<file path="config.mk">
export PLATFORM = sky130hd
export DESIGN_NAME = ext_irq_gate
export DESIGN_NICKNAME = d
export VERILOG_FILES = /design/src/rtl/ext_irq_pkg.sv /design/src/rtl/irq_mc_strobe.sv /design/src/rtl/irq_sync.sv /design/src/rtl/irq_detect.sv /design/src/rtl/ext_irq_gate.sv
export SDC_FILE = /design/constraint.sdc
export NUM_CORES = 1
export LEC_CHECK = 0
export BUFFER_PORTS_ARGS = -buffer_cell sky130_fd_sc_hd__buf_4
export CORE_UTILIZATION = 26
export CTS_BUF_LIST = sky130_fd_sc_hd__clkbuf_4 sky130_fd_sc_hd__clkbuf_8
export CTS_CLUSTER_SIZE = 10
export DETAILED_ROUTE_END_ITERATION = 12
export PLACE_DENSITY = 0.44
export SYNTH_ARGS = -nofsm -noshare
export SYNTH_HDL_FRONTEND = slang
export SYNTH_SLANG_ARGS = --single-unit
</file>
<file path="constraint.sdc">
create_clock -name clk -period 3.9 [get_ports clk]
set_input_delay 0.975 -clock clk [delete_from_list [all_inputs] [get_ports clk]]
set_output_delay 0.975 -clock clk [all_outputs]
set_load 0.1 [all_outputs]
</file>
<file path="src/rtl/ext_irq_pkg.sv">
package ext_irq_pkg;

  // Oscillator clocks per machine cycle for a power-management mode.
  function automatic logic [31:0] mc_period(input logic [1:0] mode,
                                            input logic [31:0] run_clks,
                                            input logic [31:0] slow1_clks,
                                            input logic [31:0] slow2_clks);
    case (mode)
      2'd0:    return run_clks;
      2'd1:    return slow1_clks;
      default: return slow2_clks;
    endcase
  endfunction

  // Converts a raw pin level into "1 = asserted".
  function automatic logic norm_active(input logic raw, input logic act_low);
    return raw ^ act_low;
  endfunction

endpackage

</file>
<file path="src/rtl/irq_mc_strobe.sv">
module irq_mc_strobe
  import ext_irq_pkg::*;
#(
  parameter int unsigned RUN_CLKS   = 4,
  parameter int unsigned SLOW1_CLKS = 64,
  parameter int unsigned SLOW2_CLKS = 1024
) (
  input  logic       clk,
  input  logic       rst_n,
  input  logic [1:0] pm_mode,
  output logic       stb
);
  localparam int unsigned CNT_W = $clog2(RUN_CLKS + SLOW1_CLKS + SLOW2_CLKS) + 1;

  logic [CNT_W-1:0] cnt_q;
  logic [31:0]      per;

  assign per = mc_period(pm_mode, RUN_CLKS, SLOW1_CLKS, SLOW2_CLKS);
  assign stb = (32'(cnt_q) >= per - 32'd1);

  always_ff @(posedge clk or negedge rst_n) begin
    if (!rst_n)   cnt_q <= '0;
    else if (stb) cnt_q <= '0;
    else          cnt_q <= cnt_q + CNT_W'(1);
  end

  // Checker: gap between strobes at a steady mode equals the mode period.
  logic [CNT_W-1:0] gap_q;
  logic [1:0]       mode_q;
  logic             seen_q, clean_q;

  always_ff @(posedge clk or negedge rst_n) begin
    if (!rst_n) begin
      gap_q   <= '0;
      mode_q  <= '0;
      seen_q  <= 1'b0;
      clean_q <= 1'b0;
    end else begin
      mode_q <= pm_mode;
      gap_q  <= stb ? '0 : gap_q + CNT_W'(1);
      if (stb) seen_q <= 1'b1;
      if (pm_mode != mode_q) clean_q <= 1'b0;
      else if (stb)          clean_q <= 1'b1;
    end
  end

  p_period_r1: assert property (@(posedge clk) disable iff (!rst_n)
    (stb && seen_q && clean_q && pm_mode == mode_q) |-> (32'(gap_q) == per - 32'd1));

endmodule

</file>
<file path="src/rtl/irq_sync.sv">
module irq_sync #(
  parameter int unsigned        W       = 1,
  parameter int unsigned        STAGES  = 2,
  parameter logic [W-1:0]       RST_VAL = '0
) (
  input  logic         clk,
  input  logic         rst_n,
  input  logic [W-1:0] d,
  output logic [W-1:0] q
);
  logic [W-1:0] st_q [STAGES];

  always_ff @(posedge clk or negedge rst_n) begin
    if (!rst_n) st_q[0] <= RST_VAL;
    else        st_q[0] <= d;
  end

  for (genvar s = 1; s < STAGES; s++) begin : g_stage
    always_ff @(posedge clk or negedge rst_n) begin
      if (!rst_n) st_q[s] <= RST_VAL;
      else        st_q[s] <= st_q[s-1];
    end
  end

  assign q = st_q[STAGES-1];
endmodule

</file>
<file path="src/rtl/irq_detect.sv">
module irq_detect #(
  parameter bit LEVEL_OK = 1'b0
) (
  input  logic clk,
  input  logic rst_n,
  input  logic stb,
  input  logic busy,
  input  logic act,
  input  logic trig_edge,
  input  logic ack,
  input  logic sw_clr,
  output logic flag,
  output logic edge_set
);
  logic level_mode;
  logic prev_q, lvl_q, eflag_q;
  logic clr;

  assign level_mode = LEVEL_OK && !trig_edge;
  assign edge_set   = stb && act && !prev_q && !level_mode;
  assign clr        = ack || sw_clr;

  always_ff @(posedge clk or negedge rst_n) begin
    if (!rst_n) begin
      prev_q  <= 1'b1;   // treat as already active: no false edge after reset
      lvl_q   <= 1'b0;
      eflag_q <= 1'b0;
    end else begin
      if (stb)          prev_q <= act;
      if (stb && !busy) lvl_q  <= act;
      if (edge_set)     eflag_q <= 1'b1;
      else if (clr)     eflag_q <= 1'b0;
    end
  end

  assign flag = level_mode ? lvl_q : eflag_q;

  p_edge_on_strobe_r2: assert property (@(posedge clk) disable iff (!rst_n)
    $rose(eflag_q) |-> $past(stb));
  p_level_frozen_r8: assert property (@(posedge clk) disable iff (!rst_n)
    busy |=> $stable(lvl_q));
  p_set_wins_r9: assert property (@(posedge clk) disable iff (!rst_n)
    edge_set |=> eflag_q);
  p_clear_r9: assert property (@(posedge clk) disable iff (!rst_n)
    (clr && !edge_set) |=> !eflag_q);

endmodule

</file>
<file path="src/rtl/ext_irq_gate.sv">
module ext_irq_gate
  import ext_irq_pkg::*;
#(
  parameter int unsigned N_PINS       = 6,
  parameter logic [5:0]  ACT_LOW_MASK = 6'b101011,
  parameter logic [5:0]  LEVEL_MASK   = 6'b000011,
  parameter int unsigned RUN_CLKS     = 4,
  parameter int unsigned SLOW1_CLKS   = 64,
  parameter int unsigned SLOW2_CLKS   = 1024,
  parameter int unsigned SYNC_STAGES  = 2
) (
  input  logic              clk,
  input  logic              rst_n,
  input  logic [N_PINS-1:0] pin_i,
  input  logic              pf_req_i,
  input  logic [1:0]        pm_mode_i,
  input  logic [N_PINS-1:0] trig_edge_i,
  input  logic              glb_en_i,
  input  logic [N_PINS:0]   src_en_i,
  input  logic [N_PINS-1:0] ack_i,
  input  logic              reti_i,
  input  logic              sw_clr_i,
  input  logic [N_PINS-1:0] sw_clr_mask_i,
  output logic              mc_strobe_o,
  output logic [N_PINS-1:0] flag_o,
  output logic [N_PINS:0]   req_o
);
  localparam int unsigned PF = N_PINS;

  logic              stb;
  logic [N_PINS-1:0] act_raw, act_s, edge_set;
  logic              pf_s, pf_q, busy_q;

  irq_mc_strobe #(
    .RUN_CLKS(RUN_CLKS), .SLOW1_CLKS(SLOW1_CLKS), .SLOW2_CLKS(SLOW2_CLKS)
  ) i_strobe (
    .clk(clk), .rst_n(rst_n), .pm_mode(pm_mode_i), .stb(stb)
  );

  for (genvar i = 0; i < N_PINS; i++) begin : g_norm
    assign act_raw[i] = norm_active(pin_i[i], ACT_LOW_MASK[i]);
  end

  irq_sync #(.W(N_PINS), .STAGES(SYNC_STAGES), .RST_VAL({N_PINS{1'b1}})) i_pin_sync (
    .clk(clk), .rst_n(rst_n), .d(act_raw), .q(act_s)
  );

  irq_sync #(.W(1), .STAGES(SYNC_STAGES), .RST_VAL(1'b0)) i_pf_sync (
    .clk(clk), .rst_n(rst_n), .d(pf_req_i), .q(pf_s)
  );

  for (genvar i = 0; i < N_PINS; i++) begin : g_det
    irq_detect #(.LEVEL_OK(LEVEL_MASK[i])) i_det (
      .clk(clk), .rst_n(rst_n), .stb(stb), .busy(busy_q),
      .act(act_s[i]), .trig_edge(trig_edge_i[i]), .ack(ack_i[i]),
      .sw_clr(sw_clr_i && sw_clr_mask_i[i]),
      .flag(flag_o[i]), .edge_set(edge_set[i])
    );
  end

  always_ff @(posedge clk or negedge rst_n) begin
    if (!rst_n) begin
      pf_q   <= 1'b0;
      busy_q <= 1'b0;
    end else begin
      if (stb)         pf_q   <= pf_s;
      if (|ack_i)      busy_q <= 1'b1;
      else if (reti_i) busy_q <= 1'b0;
    end
  end

  assign req_o[N_PINS-1:0] = flag_o & src_en_i[N_PINS-1:0] & {N_PINS{glb_en_i}};
  assign req_o[PF]         = pf_q & src_en_i[PF];
  assign mc_strobe_o       = stb;

  p_global_gate_r7: assert property (@(posedge clk) disable iff (!rst_n)
    !glb_en_i |-> (req_o[N_PINS-1:0] == '0));
  p_busy_entry_r8: assert property (@(posedge clk) disable iff (!rst_n)
    $rose(busy_q) |-> $past(|ack_i));
  p_pf_sampled_r7: assert property (@(posedge clk) disable iff (!rst_n)
    !stb |=> $stable(pf_q));

endmodule

</file>
# Word-level counts from Yosys, hierarchy flattened
# Index checks and enable logic that the tools add are counted.
[word_totals]
ff_bits = 42
inputBits = 39
output_inout_bits = 14
elab_cells = 93
[op_classes]
addsub = 2
n_lt_le_gt_ge = 1
n_eq_ne = 1
n_mux = 18
bitwise = 7
reduce_logical = 43
[op_table]
columns = ["cell", "n"]
rows = [
  ["12-bit by 32-bit >= comparator with 1-bit output", 1],
  ["11-bit case mux with 2 select lines", 1],
  ["1-bit logical AND", 21],
  ["1-bit 2-to-1 mux", 16],
  ["2-bit nonzero test", 7],
  ["12-bit by 1-bit adder with 12-bit output, second input constant", 1],
  ["6-bit bitwise AND", 2],
  ["12-bit 2-to-1 mux", 1],
  ["11-bit by 1-bit subtractor with 12-bit output, second input constant", 1],
  ["1-bit logical NOT", 7],
  ["1-bit logical OR", 6],
  ["6-bit OR reduction", 1],
  ["1-bit NOT", 4],
  ["2-bit by 1-bit equality test with 1-bit output, second input constant", 1],
  ["2-bit logical NOT", 1],
  ["1-bit bitwise AND", 1],
]

# Depth between registers and ports, before layout
[depth]
ltp_word = 8
mapped_depth = 9
ltp_nobuf = 7

# Modules after synthesis
# A second synthesis with hierarchy kept.
[unflattened]
cells_unflattened = 169
hier_area_um2 = 2040.7
[modules_own_cells]
columns = ["mod", "n_inst", "cells_each", "area_per_inst_um2", "seq_area_each_um2"]
rows = [
  ["irq_mc_strobe", 1, 69, 779.5, 300.3],
  ["irq_sync (i_pin_sync)", 1, 18, 360.3, 315.3],
  ["irq_detect (g_det[2].i_det ...)", 4, 8, 88.8, 51.3],
  ["irq_detect (g_det[0].i_det ...)", 2, 12, 155.1, 76.3],
  ["ext_irq_gate", 1, 24, 185.2, 50.0],
  ["irq_sync (i_pf_sync)", 1, 2, 50.0, 50.0],
]

# Worst setup path before layout
# Ideal clock, no wire load.
[synth_path]
path_kind = "input-to-output"
start = "input port pm_mode_i[1]"
end = "output port mc_strobe_o"
arrival_ps = 2469
required_time_ps = 2925
slack_ps = 456
stages = 7
n_path_buf = 2
cell_sequence = "inv_1 > ha_1 > a21o_1 > a2111oi_4 > nand2_4 > buf_6 > buf_4"
[synth_between]
elab_chain_len = 4
elab_cells_between_ends = 5
cone_classes = "1 x add/sub; 1 x order compare; 1 x eq/ne; 1 x mux; 1 x reduce/logical"
[synth_rtl]
columns = ["element", "line", "source"]
rows = [
  ["start: declaration", "ext_irq_gate.sv:16", "input logic [1:0] pm_mode_i,"],
  ["2-bit by 1-bit equality test with 1-bit output / 2-bit logical NOT (equally long branches)", "ext_irq_pkg.sv:8", "case (mode)"],
  ["11-bit case mux with 2 select lines (*)", "ext_irq_pkg.sv:8", ""],
  ["11-bit by 1-bit subtractor with 12-bit output (*)", "irq_mc_strobe.sv:19", "assign stb = (32'(cnt_q) >= per - 32'd1);"],
  ["12-bit by 32-bit >= comparator with 1-bit output (*)", "irq_mc_strobe.sv:19", ""],
  ["end: declaration", "ext_irq_gate.sv:24", "output logic mc_strobe_o,"],
]
# Mark *: on every way between the ends. The rest lies on a longest branch, timed or not.

# Final worst setup path
# Same ends and word-level chain as after synthesis.

==> results.md <==
* Setup repair after global routing missed its margin: false
* DRC viols at 0
* Multi-input combinational cell area at 663 um^2
* Final period demand of the worst path at 3.45 ns
* TritonCTS clock tree: built
* Wire length of the first global-routing pass at 6180 um
* Largest fanout on the critical path at 4
* Slowest CP cell: sky130_fd_sc_hd__a2111oi_4
* Prevailing post-synth register cell: sky130_fd_sc_hd__dfrtp_1
* Routed length per instance at 12.4 um
* Number of core rows at 30
* Most used cells in the layout excluding fill and tap cells: sky130_fd_sc_hd__buf_4, sky130_fd_sc_hd__dfrtp_1, sky130_fd_sc_hd__inv_1, sky130_fd_sc_hd__dfstp_2, sky130_fd_sc_hd__nor2_1
* Total nets after synthesis at 198
* Number of max-slew violations in the final report at 0
* Final WL at 3710 um
* Critical Path Source Type: input pin
* Portion of the post-synthesis area used by sequential elements at 0.575
* Most numerous cell on the critical path: sky130_fd_sc_hd__buf_4
* Critical path buffers and inverters at 3
* Number of H-tree branching levels at 2
* Hold buffer count at cts at 0
* Area fraction in compound gates after synthesis at 0.0904
* Critical path class: in -> out
* Maximum count of clock buffers along a single path at 2
* Net count reported at finish at 246
* Cell Chain, Critical Path: buf_4 -> inv_1 -> ha_1 -> a21o_1 -> a2111oi_4 -> nand2_4 -> buf_4
* Count of flip-flops with a built-in enable after synthesis at 0
* Mean cell area of the mapped netlist at 12.2 um^2
* Required arrival time at the worst endpoint at 2.92 ns
* DRC violation total after the first TritonRoute iteration at 30
* Final RePlAce weighted congestion at 0.666
* Outcome: completed
* Gate Count Post-Synth at 153
* Peak supply drop at 0.133 mV
* Area growth syn-to-layout at 28.8%
* Synth unique cells at 30
* Sum of overflow across all layers after global routing at 0
* Setup Skew at 0.00952 ns
* Capturing element type of the critical path: primary output
* Leakage at 1.20 nW
* Share of the core filled with cells at 0.350
* # resized after CTS at 0
* Post-detailed-placement half-perimeter wirelength at 2650 um
* Yosys Warn Count at 0
* Via count at 1,244
* Post-CTS setup-driven buffer insertion count at 0
* Final setup vio count at 0
* Core area at 0.00687 mm^2
* Overall Global Routing Usage at 0.111
* FF/Latch Area at 0.00107 mm^2
* Setup Total Neg Slack at 0 ns
* Floorplan die area at 0.00753 mm^2
* Mux share of post-synthesis cell area at 0.0703
* Starting density of the core at 0.272
* Data arrival, critical path at 2.47 ns
* I/O pin total at 53
* Clock-pin slew on the worst setup and hold paths at 0.09 ns
* Synthesis-stage register bit count at 42
* Insertion delay to the later sink of the worst-skew pair at 0.29 ns
* Pre-CTS WS at 0.430 ns
* Number of antenna cells inserted at 0
* Hold Path Class: reg -> reg
* Worst path setup slack after routing at 0.452 ns
* Antenna violations before repair at 0
* Max Freq at 290 MHz
* Adder-cell area share of the yosys netlist at 0.0402
* Final-report hold violation count at 0
* Fill cell total of the finished layout at 712
* Final Cycle Share at 0.884
* Category of cells accounting for the largest share of critical-path delay: compound AO/OA/AOI/OAI gates
* Total of buffers placed on input and output ports at 48
* Main combinational cell family by area after synthesis: simple AND/OR/NAND/NOR gates
* 1st-pass router iterations at 4
* Simple logic cell fraction of the synthesized area at 0.110
* DR vias/cell at 4.17
* Fraction of synthesized cell area in xor and xnor cells at 0.0422
* Number of max-capacitance violations reported at 0
* Ratio of total power to cell area at 412 mW/mm^2
* Cell Area, Synth at 0.00187 mm^2
* Via count of the first global-routing pass at 1,288
* Die Width at 86.8 um
* Number of clock buffers inserted by TritonCTS at 5
* Die H at 86.8 um
* Transition at the pin with the smallest max-transition slack at 0.523 ns
* Critical Path Max Stage Delay at 0.48 ns
* Headroom to the max-slew limit at 0.651
* Maximum number of pins on one net before global-route repair at 43
* CTS sink cnt at 42
* Number of nets with antenna violations after routing at 0
* Root buf cell: sky130_fd_sc_hd__clkbuf_8
* Ratio of cells with drive above 1 in the final layout at 0.460
* Fraction of synthesis flops using an asynchronous set or reset pin at 1.00
* Leading cell type in the layout, fill and taps excluded: sky130_fd_sc_hd__buf_4
-- worst paths after layout --
check	depth (start not counted)	to	slack (ns)	start
setup / recovery	7	mc_strobe_o	0.45	pm_mode_i[1]
min in group asynchronous	1	i_strobe.cnt_q[2]	0.65	rst_n
max in group asynchronous	1	g_det[4].i_det.prev_q	2.87	rst_n
hold / removal	0	i_pf_sync.q	0.36	i_pf_sync.st_q[1]
hold reg to reg	0	i_pf_sync.q	0.36	i_pf_sync.st_q[1]
setup reg to reg	6	pf_q	1.77	i_strobe.cnt_q[8]
-- per-layer routing --
layer	wire length (um)	global-route usage	vias up
met5	0	0	-
met4	34	0.0364	0
met2	1640	0.170	40
met1	1810	0.148	591
met3	225	0.0352	4
li1	-	-	609
-- Yosys cell counts, types with 2 or more instances --
cell type / count / area share
sky130_fd_sc_hd__a211oi_1: 6 / 0.024
sky130_fd_sc_hd__a21oi_1: 3 / 0.0080
sky130_fd_sc_hd__a31o_2: 4 / 0.019
sky130_fd_sc_hd__a41o_1: 2 / 0.011
sky130_fd_sc_hd__and3_1: 10 / 0.033
sky130_fd_sc_hd__buf_4: 7 / 0.028
sky130_fd_sc_hd__dfrtp_1: 24 / 0.32
sky130_fd_sc_hd__dfstp_2: 18 / 0.25
sky130_fd_sc_hd__ha_1: 6 / 0.040
sky130_fd_sc_hd__inv_1: 18 / 0.036
sky130_fd_sc_hd__mux2_2: 9 / 0.054
sky130_fd_sc_hd__mux2_4: 2 / 0.016
sky130_fd_sc_hd__nand2_1: 3 / 0.0060
sky130_fd_sc_hd__nand3_1: 5 / 0.013
sky130_fd_sc_hd__nand4_1: 2 / 0.0067
sky130_fd_sc_hd__nor2_1: 13 / 0.026
sky130_fd_sc_hd__xnor2_1: 2 / 0.0094
sky130_fd_sc_hd__xor2_1: 7 / 0.033
-- through the flow --
step	hold WS (ns)	instance area [um^2]	total power, mW	cells
2_1_floorplan	0.331	1870	0.598	153
3_3_place_gp	0.334	2290	0.652	290
3_5_place_dp	0.339	2290	0.653	290
4_1_cts	0.359	2410	1.01	298
5_1_grt	0.363	2410	1.04	298
6_report	0.355	2410	0.991	298
-- kinds of logic after synthesis --
kind of cell,Yosys count
flops,42
simple gates,39
buf+inv,26
compound gates,19
mux,11
xor+xnor,9
fa+ha+maj,6
other cells,1
-- registers in the layout, indices dropped and copies added, names as in the netlist --
register             cells
i_pin_sync.q             6
g_det.i_det.lvl_q        2
busy_q                   1
g_det.i_det.eflag_q      2
i_pf_sync.q              1
g_det.i_det.flag         4
i_strobe.cnt_q          12
i_pf_sync.st_q           1
i_pin_sync.st_q          6
g_det.i_det.prev_q       6
pf_q                     1
-- power by group --
part	total, mW	internal (mW)	switching (mW)
logic	0.159	0.0573	0.102
clock network	0.349	0.198	0.151
registers	0.484	0.469	0.0145
total	0.991	0.724	0.267
-- worst reg2reg max path, stage by stage (launching register included) --
cell                        delay, ns
sky130_fd_sc_hd__dfrtp_1         0.41
sky130_fd_sc_hd__ha_1            0.30
sky130_fd_sc_hd__a21o_1          0.21
sky130_fd_sc_hd__a2111oi_4       0.48
sky130_fd_sc_hd__nand2_4         0.07
sky130_fd_sc_hd__buf_4           0.24
sky130_fd_sc_hd__mux2_4          0.32
-- layout make-up --
class                           count  share of cell area
Inverter                           18              0.0281
Clock buffer                        6              0.0317
Multi-Input combinational cell     85               0.276
Clock inverter                      2              0.0156
Sequential cell                    42               0.446
Tap cell                           96              0.0499
Timing Repair Buffer               49               0.153
No activity file was read; power rests on OpenSTA's default activity.
